### src/rtl/edge_rx_pkg.sv
package edge_rx_pkg;
  typedef enum logic {
    RX_IDLE = 1'b0,
    RX_RECV = 1'b1
  } rx_state_t;

  localparam int SYNC_STAGES = 2;
endpackage

### src/rtl/rx_sync_edge.sv
module rx_sync_edge #(
  parameter int W = 2
) (
  input  logic         clk,
  input  logic         rst_n,
  input  logic [W-1:0] async_in,
  output logic [W-1:0] lvl,
  output logic [W-1:0] rise,
  output logic [W-1:0] fall
);
  import edge_rx_pkg::*;

  logic [W-1:0] stage [SYNC_STAGES];
  logic [W-1:0] prev;

  // During reset the chain tracks the inputs, so idle lines show no edge on release
  always_ff @(posedge clk) begin
    stage[0] <= async_in;
    for (int s = 1; s < SYNC_STAGES; s++) begin
      stage[s] <= rst_n ? stage[s-1] : async_in;
    end
    prev <= rst_n ? stage[SYNC_STAGES-1] : async_in;
  end

  assign lvl  = stage[SYNC_STAGES-1];
  assign rise = lvl & ~prev;
  assign fall = ~lvl & prev;
endmodule

### src/rtl/rx_bit_timer.sv
module rx_bit_timer #(
  parameter int DIV_W = 20
) (
  input  logic             clk,
  input  logic             rst_n,
  input  logic             use_ext,
  input  logic             ext_edge,
  input  logic             arm,
  input  logic             resync,
  input  logic             busy,
  input  logic [DIV_W-1:0] divisor,
  output logic             tick
);
  logic [DIV_W-1:0] cnt;

  always_ff @(posedge clk) begin
    if (!rst_n) begin
      cnt <= '0;
    end else if (arm || resync) begin
      cnt <= divisor >> 1;
    end else if (busy) begin
      cnt <= (cnt == '0) ? divisor : cnt - 1'b1;
    end
  end

  assign tick = use_ext ? ext_edge : (busy && (cnt == '0));
endmodule

### src/rtl/rx_frame_fsm.sv
module rx_frame_fsm #(
  parameter int LEN_W  = 5,
  parameter int WORD_W = 32
) (
  input  logic              clk,
  input  logic              rst_n,
  input  logic              use_ext,
  input  logic [LEN_W-1:0]  frame_len,
  input  logic              data_lvl,
  input  logic              data_fall,
  input  logic              tick,
  output logic              busy,
  output logic              arm,
  output logic              done,
  output logic [WORD_W-1:0] word
);
  import edge_rx_pkg::*;

  rx_state_t         state;
  logic [LEN_W-1:0]  idx;
  logic [LEN_W-1:0]  last_idx;
  logic [WORD_W-1:0] next_word;

  assign last_idx  = (frame_len < LEN_W'(2)) ? LEN_W'(1) : frame_len - 1'b1;
  assign next_word = word | (WORD_W'(data_lvl) << (idx - 1'b1));
  assign busy      = (state == RX_RECV);
  assign arm       = (state == RX_IDLE) && !use_ext && data_fall;

  always_ff @(posedge clk) begin
    if (!rst_n) begin
      state <= RX_IDLE;
      idx   <= '0;
      word  <= '0;
      done  <= 1'b0;
    end else begin
      done <= 1'b0;
      case (state)
        RX_IDLE: begin
          if (arm) begin
            state <= RX_RECV;
            idx   <= '0;
            word  <= '0;
          end else if (use_ext && tick && !data_lvl) begin
            state <= RX_RECV;
            idx   <= LEN_W'(1);
            word  <= '0;
          end
        end
        RX_RECV: begin
          if (tick) begin
            if (idx == '0) begin
              if (data_lvl) state <= RX_IDLE;
              else          idx   <= LEN_W'(1);
            end else begin
              word <= next_word;
              if (idx == last_idx) begin
                done  <= 1'b1;
                state <= RX_IDLE;
              end else begin
                idx <= idx + 1'b1;
              end
            end
          end
        end
        default: state <= RX_IDLE;
      endcase
    end
  end
endmodule

### src/rtl/rx_out_stage.sv
module rx_out_stage #(
  parameter int WORD_W = 32
) (
  input  logic              clk,
  input  logic              rst_n,
  input  logic              load_req,
  input  logic [WORD_W-1:0] load_word,
  input  logic              out_ready,
  output logic              out_valid,
  output logic [WORD_W-1:0] out_data
);
  always_ff @(posedge clk) begin
    if (!rst_n) begin
      out_valid <= 1'b0;
      out_data  <= '0;
    end else if (load_req && (!out_valid || out_ready)) begin
      out_valid <= 1'b1;
      out_data  <= load_word;
    end else if (out_ready) begin
      out_valid <= 1'b0;
    end
  end
endmodule

### src/rtl/edge_serial_rx.sv
module edge_serial_rx #(
  parameter  int LEN_W  = 5,
  parameter  int DIV_W  = 20,
  localparam int WORD_W = 1 << LEN_W
) (
  input  logic              clk,
  input  logic              rst_n,
  input  logic [LEN_W-1:0]  cfg_frame_len,
  input  logic              cfg_use_clk_edge,
  input  logic              cfg_resync_on_data,
  input  logic              cfg_clk_falling,
  input  logic [DIV_W-1:0]  cfg_divisor,
  input  logic              rx_clk_in,
  input  logic              rx_data_in,
  output logic              out_valid,
  input  logic              out_ready,
  output logic [WORD_W-1:0] out_data
);
  localparam int CLK_BIT  = 1;
  localparam int DATA_BIT = 0;

  logic [1:0]        s_lvl, s_rise, s_fall;
  logic              ext_edge, data_edge, resync;
  logic              tick, fr_busy, fr_arm, fr_done;
  logic [WORD_W-1:0] fr_word;

  rx_sync_edge #(.W(2)) u_sync (
    .clk(clk), .rst_n(rst_n),
    .async_in({rx_clk_in, rx_data_in}),
    .lvl(s_lvl), .rise(s_rise), .fall(s_fall)
  );

  assign ext_edge  = cfg_clk_falling ? s_fall[CLK_BIT] : s_rise[CLK_BIT];
  assign data_edge = s_rise[DATA_BIT] | s_fall[DATA_BIT];
  assign resync    = cfg_resync_on_data && !cfg_use_clk_edge && fr_busy && data_edge;

  rx_bit_timer #(.DIV_W(DIV_W)) u_timer (
    .clk(clk), .rst_n(rst_n),
    .use_ext(cfg_use_clk_edge), .ext_edge(ext_edge),
    .arm(fr_arm), .resync(resync), .busy(fr_busy),
    .divisor(cfg_divisor), .tick(tick)
  );

  rx_frame_fsm #(.LEN_W(LEN_W), .WORD_W(WORD_W)) u_fsm (
    .clk(clk), .rst_n(rst_n),
    .use_ext(cfg_use_clk_edge), .frame_len(cfg_frame_len),
    .data_lvl(s_lvl[DATA_BIT]), .data_fall(s_fall[DATA_BIT]),
    .tick(tick), .busy(fr_busy), .arm(fr_arm),
    .done(fr_done), .word(fr_word)
  );

  rx_out_stage #(.WORD_W(WORD_W)) u_out (
    .clk(clk), .rst_n(rst_n),
    .load_req(fr_done), .load_word(fr_word),
    .out_ready(out_ready), .out_valid(out_valid), .out_data(out_data)
  );
endmodule

### config.mk
export PLATFORM = sky130hd
export DESIGN_NAME = edge_serial_rx
export DESIGN_NICKNAME = d
export VERILOG_FILES = /design/src/rtl/edge_rx_pkg.sv /design/src/rtl/rx_sync_edge.sv /design/src/rtl/rx_bit_timer.sv /design/src/rtl/rx_frame_fsm.sv /design/src/rtl/rx_out_stage.sv /design/src/rtl/edge_serial_rx.sv
export SDC_FILE = /design/constraint.sdc
export NUM_CORES = 1
export LEC_CHECK = 0
export ABC_AREA = 1
export BUFFER_PORTS_ARGS = -buffer_cell sky130_fd_sc_hd__buf_2
export CAP_MARGIN = 20
export CORE_MARGIN = 2
export CORE_UTILIZATION = 29
export DETAILED_ROUTE_END_ITERATION = 10
export GPL_TIMING_DRIVEN = 1
export REMOVE_ABC_BUFFERS = 1
export SYNTH_ARGS = -nofsm -noshare
export SYNTH_HDL_FRONTEND = slang
export SYNTH_SLANG_ARGS = --single-unit
### constraint.sdc
create_clock -name clk -period 2.4 [get_ports clk]
set_input_delay 0.72 -clock clk [delete_from_list [all_inputs] [get_ports clk]]
set_output_delay 0.72 -clock clk [all_outputs]
set_load 0.01 [all_outputs]
# Yosys cells after proc, flatten, opt, wreduce, memory -nomap -nowiden
# Memories as Yosys holds them, arrays and structs flattened.
# Cells that the tools add are included.
[classes]
n_bitwise = 9
n_div = 0
reduce_logical = 22
muxes = 30
n_shift = 1
multipliers = 0
magnitude_cmp = 1
n_eq_ne = 6
addsub = 4
[op_table]
columns = ["operator", "count"]
rows = [
  ["$mux 32", 4],
  ["$pmux 32 s2", 1],
  ["$mux 19", 2],
  ["$mux 5", 7],
  ["$or 32x32->32", 1],
  ["$shl 1x5->32", 1],
  ["$logic_not 20->1", 1],
  ["$mux 20", 1],
  ["$sub 20x1->20 const B", 1],
  ["$mux 1", 11],
  ["$pmux 5 s2", 1],
  ["$sub 5x1->5 const B", 2],
  ["$logic_and 1x1->1", 9],
  ["$ne 3x3->1 const B", 3],
  ["$add 5x1->5 const B", 1],
  ["$eq 5x5->1", 1],
  ["$logic_not 5->1", 1],
  ["$lt 5x2->1 const B", 1],
  ["$and 2x2->2", 2],
  ["$mux 2", 2],
  ["$not 2->2", 2],
  ["$reduce_and 4->1", 1],
  ["$reduce_bool 2->1", 2],
  ["$reduce_or 4->1", 1],
  ["other kinds (9)", 14],
]
[totals]
elab_cells = 83
output_inout_bits = 33
in_bits = 33
latchBits = 0
ram_bits = 4
reg_bits = 94
rom_bits = 0
n_memories = 1
[mem_list]
columns = ["memory", "depth", "word_bits", "read_ports", "rd_clocked_by_memory_dff", "write_ports", "line_no", "rtl"]
rows = [
  ["u_sync.stage", 2, 2, 2, 0, 2, "rx_sync_edge.sv:13", "logic [W-1:0] stage [SYNC_STAGES];"],
]

# Depth between registers and ports, before layout
# Gate-level depths: netlist of the first run.
# An unclocked memory read counts as a cell.
[depth]
word_depth = 10
mapped_depth = 15
ltp_nobuf = 15

# Cells and area by module
# A second synthesis of the first run with hierarchy kept.
[hier_totals]
cells_unflattened = 838
hier_area_um2 = 5461.5
[modules_own_cells]
columns = ["mod", "instances", "area_each_um2", "seq_area_each_um2", "cells_each"]
rows = [
  ["rx_frame_fsm", 1, 1951.9, 780.7, 275],
  ["rx_bit_timer", 1, 1784.2, 400.4, 314],
  ["rx_out_stage", 1, 1490.2, 660.6, 215],
  ["rx_sync_edge", 1, 206.4, 120.1, 27],
  ["edge_serial_rx", 1, 28.8, 0.0, 7],
]

# Worst setup path after synthesis of the first run
# Ideal clock, no wire load.
[synth_path]
path_kind = "input-to-reg"
startpoint = "input cfg_frame_len[0]"
endpoint = "register u_fsm.idx[0]"
arrival_ns = 1.794
setup_time_ns = 0.113
path_buffers = 0
required_time_ns = 2.287
path_slack_ns = 0.493
cell_stages = 15
cell_sequence = "inv_1 -> ha_1 -> inv_1 -> nor2_1 -> nand3_1 -> nand2_1 -> nand2_1 -> nand2_1 -> nor2_1 -> nand2_1 -> nand2_1 -> nand2_1 -> nand2_1 -> nor2_1 -> nor2_1"
[synth_between]
elab_chain_len = 5
elab_cells_between_ends = 6
classes_between = "add/sub: 1; order compare: 1; eq/ne: 2; mux: 1; reduce/logical: 1"
[synth_rtl]
columns = ["item", "line_no", "rtl"]
rows = [
  ["start, declared", "edge_serial_rx.sv:8", "input logic [LEN_W-1:0] cfg_frame_len,"],
  ["$sub 5x1->5 / $lt 5x2->1 (equally long branches)", "rx_frame_fsm.sv:24", "assign last_idx = (frame_len < LEN_W'(2)) ? LEN_W'(1) : frame_len - 1'b1;"],
  ["$mux 5 (*)", "rx_frame_fsm.sv:24", ""],
  ["$eq 5x5->1 (*)", "rx_frame_fsm.sv:56", "if (idx == last_idx) begin"],
  ["$ne 3x3->1 (no source line) (*)", "--", ""],
  ["$reduce_and 4->1 (no source line) (*)", "--", ""],
  ["end signal, assigned", "rx_frame_fsm.sv:60", "idx <= idx + 1'b1;"],
  ["end, declared", "rx_frame_fsm.sv:20", "logic [LEN_W-1:0] idx;"],
]
# Every way passes the cells marked *; elsewhere a longest branch is shown, timed or not.
# A chain may end at the register's enable or synchronous reset.

==> metrics.cfg, run 1 <==
[sta]
min_period_ns=1.92
skew_ns=0.00895
tightestPinTransition_ns=0.533
maxSlewHeadroom=0.645
hold_viol=0
fmax_mhz=521
setup_viol=0
min_period_over_period=0.800
grt_setup_unrepaired=false
setup_tns_ns=0
slew_viol_final=0

[cells_and_area]
drive_above_1_share=0.193
diodes=0
final_common_cell=dfxtp_1
nFillCells=1900
num-nets-final=792
final_cell_mix=dfxtp_1, a21oi_1, nand2_1, nor2_1, buf_2
area_delta_synth_final_pct=15.8

[clock_tree]
cts_buffers=9
cts.sinks=98
cts_tree=yes
htreeDepth=3
clockRootBuffer=clkbuf_16
cts_buffer_depth=2
path_clk_slew_ns=0.07
cts_resized=0
hold_buffers=0
cts_setup_buffers=0
clock_latency_ns=0.34

[pwr]
p_int_w=0.00285
p_switching_w=0.00155
finalPower_w=0.00440
power_leakage_nw=2.42
pwr-share-comb=0.285
p_seq_frac=0.406
p_per_area_nw_per_um2=753
ir_drop_mv=0.369
p_clk_frac=0.310
swShare=0.352

[yosys]
seq_area_frac_synth=0.389
synth_edf_count=0
synthesis.area_um2=5040
avgSynthCellArea_um2=7.22
ys_types=38
yosys_warnings=0
async_flop_share=0
syn_inst=699
ys_seq_elements=98
synth_ff_type=dfxtp_1

[worst_setup_path]
worst_path_max_delay_cell=dfxtp_1
path_class=flop to flop
cp_data_arrival_time_ns=2.20
r2r-start=u_sync.stage[0][2]$_DFF_P_
path_cells=inv_1, ha_1, nor3b_4, a31oi_4, inv_2, buf_12, nor2_1, o21ai_0, a21oi_1
critPathRequiredTime_ns=2.68
cp-start-kind=flop
rrSetupSlack_ns=0.48
crit_fanout=31
rr_worst_depth=9
cpPeakStageDelay_ns=0.43
reg2reg_to=u_timer.cnt[6]$_SDFFE_PN0P_
end_kind=flop

[worst_hold_path]
hold_path_end=u_sync.stage[0][2]$_DFF_P_
holdCritStartpoint=u_sync.stage[0][0]$_DFF_P_
hold_class=flop to flop
hold-path-cell-count=2

[drt]
wl_um=12000
wl_per_cell_um=12.2
drcViolationCount=0
ant_nets=0
drtIter0Drc=252
drtPass1Iterations=5
viasPerCell=4.63
via_count=4551

[global_route]
antenna_found_initial=0
grt-ovfl-total=0
grt_pass1_vias=4241
grt_max_degree=65
grt_pass1_wl_um=20300
grt.total_usage=0.135

[floorplan]
die_w_um=136
coreArea_um2=17200
io_pins=66
row_count=48
fp.dieArea_um2=18500
initial_core_util=0.294
die_h_um=136

[placed_design]
port_buffers=65
routabilityCongestion=0.840
dp_hpwl_um=8400

[flow_run]
cap_viol_max_count=0

[status]
status=completed

-- flip-flops by register name (all words and copies together) (netlist names) --
register and flops:
u_fsm.busy 1, u_sync.prev 2, u_fsm.word 32, u_sync.stage 4, u_out.out_data 32, u_out.out_valid 1
u_timer.cnt 20, u_fsm.idx 5, u_fsm.done 1
-- per-layer routing --
layer / wire [µm] / GRT usage
met5: 0 / 0
met4: 143 / 0.0411
met3: 400 / 0.0213
met2: 5450 / 0.222
met1: 5990 / 0.182
-- Yosys cell counts, types with 5 or more instances --
cell      instances  share of area
a21oi_2          13          0.023
o21ai_0          64          0.064
nor2_4            5          0.011
inv_2             6         0.0045
a21oi_1          95          0.094
ha_1              6          0.015
buf_6             8          0.018
nor2_2           10          0.012
inv_1            61          0.045
o211ai_1          7          0.010
xor2_1            9          0.016
nor2_1           92          0.068
nor3_1            6         0.0060
clkbuf_1         12         0.0089
dfxtp_1          98           0.39
nand3_1          63          0.063
xnor2_1           8          0.014
nand2_1          92          0.068
buf_2            11          0.011
nand2_2           6         0.0074
-- cell families (layout without fill, tap and decap cells) --
group                      after synthesis  count (layout)  share of synthesized area
AOI/OAI and AO/OA                      185             185                      0.201
xor gates and xnor gates                18              18                     0.0327
adders and majority gates                6               6                     0.0149
buffers and inverters                  106             165                     0.0990
DFF                                     98              98                      0.389
and+or+nand+nor                        286             286                      0.264
-- worst max path at each step --
stage                                        end  slack [ns]  cells past startpoint                       start
finish               u_timer.cnt[6]$_SDFFE_PN0P_        0.48                      9  u_sync.stage[0][2]$_DFF_P_
global route         u_timer.cnt[1]$_SDFFE_PN0P_        0.32                      9  u_sync.stage[0][2]$_DFF_P_
CTS                 u_timer.cnt[16]$_SDFFE_PN0P_        0.45                      8  u_sync.stage[0][2]$_DFF_P_
detailed placement     u_fsm.idx[2]$_SDFFE_PN0P_        0.19                     16            cfg_frame_len[0]
global placement       u_fsm.idx[0]$_SDFFE_PN0P_        0.23                     16            cfg_frame_len[0]
floorplan             u_fsm.word[0]$_SDFFE_PN0P_        0.16                      6            cfg_use_clk_edge
-- cell type report --
cell class / count / area (µm²) / share of cell area
clock buffer: 10 / 229 / 0.0392
inverter: 72 / 283 / 0.0484
multi-input combinational: 495 / 2580 / 0.442
sequential: 98 / 1960 / 0.336
timing repair buffer: 77 / 453 / 0.0776
tap: 225 / 282 / 0.0482
clock inverter: 6 / 47.5 / 0.00814
-- critical path: cells and delay by family (launching register included) --
kind / cells / cell delay [ns]
AOI/OAI and AO/OA: 3 / 0.55
DFF: 1 / 0.43
buffers and inverters: 3 / 0.35
and+or+nand+nor: 2 / 0.31
adders and majority gates: 1 / 0.20
-- metrics by stage --
step / cell area (µm²) / hold WS (ns) / setup slack (ns) / std cells / utilization
after detailed placement: 5560 / 0.409 / 0.187 / 967 / 0.324
after global routing: 5840 / 0.434 / 0.317 / 983 / 0.340
after global placement: 5560 / 0.405 / 0.229 / 967 / 0.324
after floorplan: 4830 / 0.398 / 0.159 / 665 / -
after CTS: 5840 / 0.426 / 0.453 / 983 / 0.340
final: 5840 / 0.424 / 0.480 / 983 / 0.340
-- power groups by stage --
stage / logic, W / clock network [W] / registers [W]
final: 0.00125 / 0.00136 / 0.00178
after global routing: 0.00142 / 0.00148 / 0.00179
after CTS: 0.00126 / 0.00141 / 0.00178
after detailed placement: 0.00126 / 0 / 0.00182
after global placement: 0.00125 / 0 / 0.00182
after floorplan: 0.000927 / 0 / 0.00180
Power figures use the tool's default switching activity.
==> run 2: changes to the inputs <==
==> constraint.sdc (replaced) <==
create_clock -name clk -period 1.6 [get_ports clk]
set_input_delay 0.48 -clock clk [delete_from_list [all_inputs] [get_ports clk]]
set_output_delay 0.48 -clock clk [all_outputs]
set_load 0.01 [all_outputs]
==> run 2 against run 1 <==
Against the previous run: the run now ends with negative setup slack left; count of clock-buffer cells in the layout is 1 lower; maximum frequency is 19% higher; core utilization is 7.1 points higher; sequential share of layout area is 5.7 points lower; total power is 75% higher; flip-flop and latch count stayed put; worst setup slack worse by 0.49 ns; combinational power is 130% higher; routed wire length is 15% higher; cell count is 7.4% higher; largest cell class unchanged.
==> metrics.cfg, run 2 (synthesis results as in run 1) <==
[pwr]
swShare=0.358  ; +0.00669
p_clk_frac=0.285  ; -0.025
pwr-share-comb=0.369  ; +0.084
p_seq_frac=0.346  ; -0.060
ir_drop_mv=0.536  ; +45%
p_per_area_nw_per_um2=1090  ; +44%
p_int_w=0.00493  ; +73%
p_switching_w=0.00275  ; +78%
power_leakage_nw=2.95  ; +22%

[drt]
drtIter0Drc=277  ; +9.9%
via_count=4875  ; +7.1%
drtPass1Iterations=4  ; -1
viasPerCell=4.62  ; -0.29%
wl_per_cell_um=13.0  ; +7.1%
wl_um=13800  ; +15%
drcViolationCount=0  ; unchanged
ant_nets=0  ; unchanged

[worst_setup_path]
path_cells=inv_2, ha_4, nor3b_4, nor2_4, nand2_4, inv_4, a21oi_4, nand3_4, nand3_2, nand2_2, nor2_1
critPathRequiredTime_ns=1.90  ; -0.78 ns
end_kind=flop
path_class=flop to flop
worst_path_max_delay_cell=dfxtp_2
cp_data_arrival_time_ns=1.91  ; -0.29 ns
worst-path-stages=11  ; +2
crit_buf_inv=2  ; -1
cpPeakStageDelay_ns=0.33  ; -0.10 ns
rr_worst_depth=11  ; +2
cp_top_family=simple AND/OR/NAND/NOR gates
crit_fanout=4  ; -87%
cp-start-kind=flop

[cells_and_area]
largestRegisters=u_fsm.word x32, u_out.out_data x32, u_timer.cnt x20
diodes=0  ; unchanged
final_cell_mix=dfxtp_1, nand2_1, nor2_1
final_common_cell=dfxtp_1
nFillCells=1775  ; -6.6%
drive_above_1_share=0.351  ; +0.159
stdcell_count=1056  ; +7.4%
num-nets-final=865  ; +9.2%
area_delta_synth_final_pct=39.9

[flow_run]
cap_viol_max_count=0  ; unchanged

[sta]
min_period_over_period=1.01  ; +0.208
tightestPinTransition_ns=0.339  ; -0.194 ns
fmax_mhz=620  ; +19%
min_period_ns=1.61  ; -0.307 ns
slew_viol_final=0  ; unchanged
maxSlewHeadroom=0.774  ; +0.129
whs_ns=0.240  ; -0.184 ns
hold_viol=0  ; unchanged
skew_ns=0.0102  ; +0.00126 ns
grt_setup_unrepaired=true
fin_ws_ns=-0.0130  ; -0.493 ns
setup_viol=6  ; +6

[clock_tree]
cts_buffer_depth=2  ; unchanged
clock_latency_ns=0.35  ; about the same
htreeDepth=3  ; unchanged
clockRootBuffer=clkbuf_16
cts.sinks=98  ; unchanged
hold_buffers=0  ; unchanged
cts_buffers=9  ; unchanged
cts_tree=yes
path_clk_slew_ns=0.08  ; about the same

[floorplan]
io_pins=66  ; unchanged
die_w_um=136  ; unchanged
fp.dieArea_um2=18500  ; unchanged
initial_core_util=0.294  ; unchanged
row_count=48  ; unchanged
die_h_um=136  ; unchanged
coreArea_um2=17200  ; unchanged

[worst_hold_path]
hold_class=input pin to flop
hold-path-cell-count=1  ; -1

[global_route]
grt-ovfl-total=0  ; unchanged
antenna_found_initial=0  ; unchanged
grt_pass1_vias=4316  ; +1.8%
grt_pass1_wl_um=20800  ; +2.1%
grt_max_degree=65  ; unchanged
grt.total_usage=0.139  ; +0.00417

[status]
status=complete, but fails checks
failed_checks=negative setup slack

[placed_design]
dp_hpwl_um=8870  ; +5.6%
place_inst=1027  ; +6.2%
port_buffers=65  ; unchanged
pre_cts_ws_ns=-0.327  ; -0.514 ns
routabilityCongestion=0.831  ; -1.1%

## run 2: changes by cell type in the layout (fill, tap and decap cells not counted), sizes merged
cell,delta
clkbuf,+5
inv,+1
buf,+66
clkinv,+2
clkinvlp,-1
## run 2: path summary, 6_finish.rpt
kind / start / endpoint / slack, ns
min: rx_clk_in / u_sync.stage[0][1]$_DFF_P_ / 0.24
max reg2reg: u_sync.stage[0][2]$_DFF_P_ / u_fsm.idx[4]$_SDFFE_PN0P_ / -0.01
max: u_sync.stage[0][2]$_DFF_P_ / u_fsm.idx[4]$_SDFFE_PN0P_ / -0.01
min reg2reg: u_sync.stage[0][0]$_DFF_P_ / u_sync.stage[0][2]$_DFF_P_ / 0.42
## run 2: repair_timing
item / CTS / global route
buffers inserted: 3 / 1
pin swaps: 6 / 36
gates cloned: 2 / 8
gates resized for setup: 16 / 94
endpoints found under the setup margin: 25 / 58
## run 2: layer usage
metal	routed length [µm]	GRT usage
met4	158	0.0428
met3	462	0.0224
met5	0	0
met2	6490	0.223
met1	6670	0.192
## run 2: worst reg2reg max path, cell delays in order, from the launching register on
cell and delay [ns]:
dfxtp_2 0.33, inv_2 0.07, ha_4 0.11, nor3b_4 0.31, nor2_4 0.09, nand2_4 0.12, inv_4 0.05, a21oi_4 0.14
nand3_4 0.12, nand3_2 0.09, nand2_2 0.05, nor2_1 0.09
## run 2: final cells by class
type | count | area [µm²] | area share
Multi-Input combinational cell | 495 | 2950 | 0.417
Timing Repair Buffer | 149 | 1240 | 0.176
Sequential cell | 98 | 1970 | 0.279
Timing Repair inverter | 1 | 6.26 | 0.000887
Tap cell | 225 | 282 | 0.0399
Clock inverter | 7 | 81.3 | 0.0115
Inverter | 72 | 303 | 0.0429
Clock buffer | 9 | 225 | 0.0319
## run 2: power groups by stage
stage	Clock, W	Combinational (W)	Sequential [W]
finish	0.00219	0.00284	0.00265
global route	0.00235	0.00311	0.00267
CTS	0.00226	0.00246	0.00264
detailed placement	0	0.00237	0.00269
global placement	0	0.00236	0.00269
floorplan	0	0.00139	0.00271
## run 2: through the flow
step           utilization  setup TNS, ns  total power [W]  cell area, µm²
4_1_cts              0.380              0          0.00736            6520
6_report             0.411        -0.0399          0.00768            7060
2_1_floorplan            -         -32.51          0.00410            4830
5_1_grt              0.411          -3.40          0.00813            7060
3_5_place_dp         0.355          -3.46          0.00507            6100
3_3_place_gp         0.355          -2.70          0.00505            6100
==> run 3: changes to the inputs <==
--- a/config.mk
+++ b/config.mk
@@ -5,7 +5,6 @@
 export SDC_FILE = /design/constraint.sdc
 export NUM_CORES = 1
 export LEC_CHECK = 0
-export ABC_AREA = 1
 export BUFFER_PORTS_ARGS = -buffer_cell sky130_fd_sc_hd__buf_2
 export CAP_MARGIN = 20
 export CORE_MARGIN = 2
==> run 3 against run 2 <==
Against the previous run: the flow still finishes with violations (negative setup slack); routed wire length fell by 8.1%; hold slack gained 0.0095 ns; sequential share of layout area grew 0.89 points; flip-flop and latch count unchanged; non-clock buffer count increased by 28; core utilization increased by 4.1 points; critical path depth down 2; die area fell by 11%; total power is 8.0% lower; via count shrank 7.9%; synthesized cell count fell by 19%; critical path type unchanged; largest power group is now sequential cells.
==> metrics.cfg, run 3 <==
[sta]
min_period_over_period=1.38  ; +0.370
grt_setup_unrepaired=true
min_period_ns=2.20  ; +0.591 ns
hold_viol=0  ; unchanged
setup_tns_ns=-30.48  ; -30.44 ns
maxSlewHeadroom=0.654  ; -0.120
tightestPinTransition_ns=0.517  ; +0.179 ns
fmax_mhz=454  ; -27%
whs_ns=0.250  ; +0.00953 ns
fin_ws_ns=-0.604  ; -0.591 ns
skew_ns=0.0138  ; +0.00359 ns
slew_viol_final=0  ; unchanged
setup_viol=59  ; +53

[floorplan]
die_w_um=128  ; -5.9%
io_pins=66  ; unchanged
coreArea_um2=15100  ; -12%
fp.dieArea_um2=16400  ; -11%
initial_core_util=0.295  ; +0.00147
die_h_um=128  ; -5.9%
row_count=45  ; -6.3%

[worst_setup_path]
crit_fanout=4  ; unchanged
critPathRequiredTime_ns=1.90  ; about the same
cp-start-kind=flop
end_kind=flop
cp_top_family=simple AND/OR/NAND/NOR gates
worst_path_max_delay_cell=or4_4
crit_buf_inv=2  ; unchanged
cpPeakStageDelay_ns=0.54  ; +0.21 ns
cp_data_arrival_time_ns=2.50  ; +0.59 ns
path_class=flop to flop
path_cells=or4_4, nand2b_4, o31ai_4, buf_6, nand2_4, nor2_4, buf_12, and4_4, a22o_1

[global_route]
grt_pass1_wl_um=20500  ; -1.3%
grt-ovfl-total=0  ; unchanged
grt.total_usage=0.154  ; +0.0152
antenna_found_initial=3  ; +3
grt_max_degree=33  ; -49%
grt_pass1_vias=4416  ; +2.3%

[pwr]
power_leakage_nw=2.68  ; -9.1%
ir_drop_mv=0.648  ; +21%
p_per_area_nw_per_um2=1040  ; -4.8%

[cells_and_area]
final_cell_mix=nand2_1, dfxtp_1, buf_4
stdcell_count=921  ; -13%
largestRegisters=u_fsm.word x32, u_out.out_data x32, u_timer.cnt x20
drive_above_1_share=0.397  ; +0.0459
final_common_cell=nand2_1
num-nets-final=764  ; -12%
area_delta_synth_final_pct=53.2
fin_area_um2=6820  ; -3.4%

[clock_tree]
clock_latency_ns=0.36  ; about the same
cts.sinks=98  ; unchanged
path_clk_slew_ns=0.07  ; about the same
cts_buffers=9  ; unchanged
cts_tree=yes
hold_buffers=0  ; unchanged
htreeDepth=3  ; unchanged
clockRootBuffer=clkbuf_16
cts_buffer_depth=2  ; unchanged

[yosys]
synth_most_common_cell=nand2_1
yosys_warnings=0  ; unchanged
synth_edf_count=0  ; unchanged
synthesis.area_um2=4450  ; -12%
synth_area_leaders=dfxtp_1, nand2_1, a21oi_1
synth_top_area_share=0.441  ; +0.0516
synth_ff_type=dfxtp_1
seq_area_frac_synth=0.441  ; +0.0516
syn_inst=568  ; -19%
ys_types=54  ; +42%
avgSynthCellArea_um2=7.84  ; +8.7%
ys_seq_elements=98  ; unchanged
ys_top_cells_by_count=nand2_1, dfxtp_1, a21oi_1, o21ai_0, nor2_1
async_flop_share=0  ; unchanged
synth_top_area_cell=dfxtp_1

[placed_design]
place_inst=887  ; -14%
dpl_cell_area_um2=5710  ; -6.4%
port_buffers=65  ; unchanged
routabilityCongestion=0.847  ; +2.0%
dp_hpwl_um=8490  ; -4.3%

[drt]
wl_per_cell_um=13.8  ; +5.4%
drtPass1Iterations=4  ; unchanged
viasPerCell=4.88  ; +5.6%
ant_nets=0  ; unchanged
via_count=4491  ; -7.9%
wl_um=12700  ; -8.1%
drcViolationCount=0  ; unchanged
drtIter0Drc=131  ; -53%

[flow_run]
cap_viol_max_count=0  ; unchanged

[worst_hold_path]
hold_class=input pin to flop

[status]
status=complete, but fails checks
failed_checks=negative setup slack

## run 3: cell types whose count changed after synthesis, moves of 17 or more
cell | previous run | this run
nor2_1 | 92 | 44
nand3_1 | 63 | 13
o21ai_0 | 64 | 47
a211oi_1 | 0 | 17
inv_1 | 61 | 12
a21oi_1 | 95 | 65
nand2_1 | 92 | 128
## run 3: cell families after synthesis
logic type / after synthesis / share of synthesized area
mux: 3 / 0.00674
fa+ha+maj: 6 / 0.0169
buf+inv: 44 / 0.0391
simple gates: 236 / 0.235
flops: 98 / 0.441
xor+xnor: 22 / 0.0433
compound gates: 159 / 0.218
## run 3: worst paths after layout
path,startpoint,endpoint,slack (ns),depth (start not counted)
hold reg to reg,u_sync.stage[0][0]$_DFF_P_,u_sync.stage[0][2]$_DFF_P_,0.42,2
hold / removal,rx_data_in,u_sync.stage[0][0]$_DFF_P_,0.25,1
setup / recovery,u_timer.cnt[11]$_SDFFE_PN0P_,u_fsm.word[29]$_SDFFE_PN0P_,-0.60,9
setup reg to reg,u_timer.cnt[11]$_SDFFE_PN0P_,u_fsm.word[29]$_SDFFE_PN0P_,-0.60,9
## run 3: layout make-up
type                            instances  area [µm²]
Clock inverter                          5        45.0
Clock buffer                           11         253
Multi-Input combinational cell        426        2870
Fill cell                            1477        8270
Sequential cell                        98        1960
Inverter                               13        53.8
Tap cell                              188         235
Timing Repair Buffer                  177        1390
Antenna cell                            3        7.51
## run 3: per-layer routing
metal,global-route usage,vias to the layer above,wire (µm)
li1,-,2309,-
met3,0.0401,20,551
met5,0,-,0
met2,0.266,87,6230
met1,0.185,2075,5630
met4,0.0569,0,254
## run 3: power by group
group | internal [W] | leakage, nW | switching [W]
Sequential | 0.00253 | 0.796 | 0.0000509
Combinational | 0.00117 | 1.74 | 0.00114
Clock | 0.00116 | 0.144 | 0.00101
Total | 0.00486 | 2.68 | 0.00220
## run 3: what timing repair did
| action | 4_1_cts | 5_1_grt |
|---|---|---|
| buffers inserted | 4 | 12 |
| pin swaps | 27 | 40 |
| gates cloned | 3 | 0 |
| resized for setup | 85 | 89 |
| endpoints found under the setup margin | 59 | 59 |
## run 3: worst reg2reg max path: stages, from the launching register on
cell and delay, ns:
dfxtp_2 0.32, or4_4 0.54, nand2b_4 0.18, o31ai_4 0.23
buf_6 0.15, nand2_4 0.06, nor2_4 0.19, buf_12 0.13
and4_4 0.23, a22o_1 0.12
## run 3: per-stage QoR
stage	power, W	util	worst slack, ns
3_5_place_dp	0.00436	0.378	-0.858
6_report	0.00706	0.452	-0.604
5_1_grt	0.00743	0.452	-0.682
4_1_cts	0.00684	0.423	-0.586
2_1_floorplan	0.00357	-	-1.38
3_3_place_gp	0.00435	0.378	-0.837
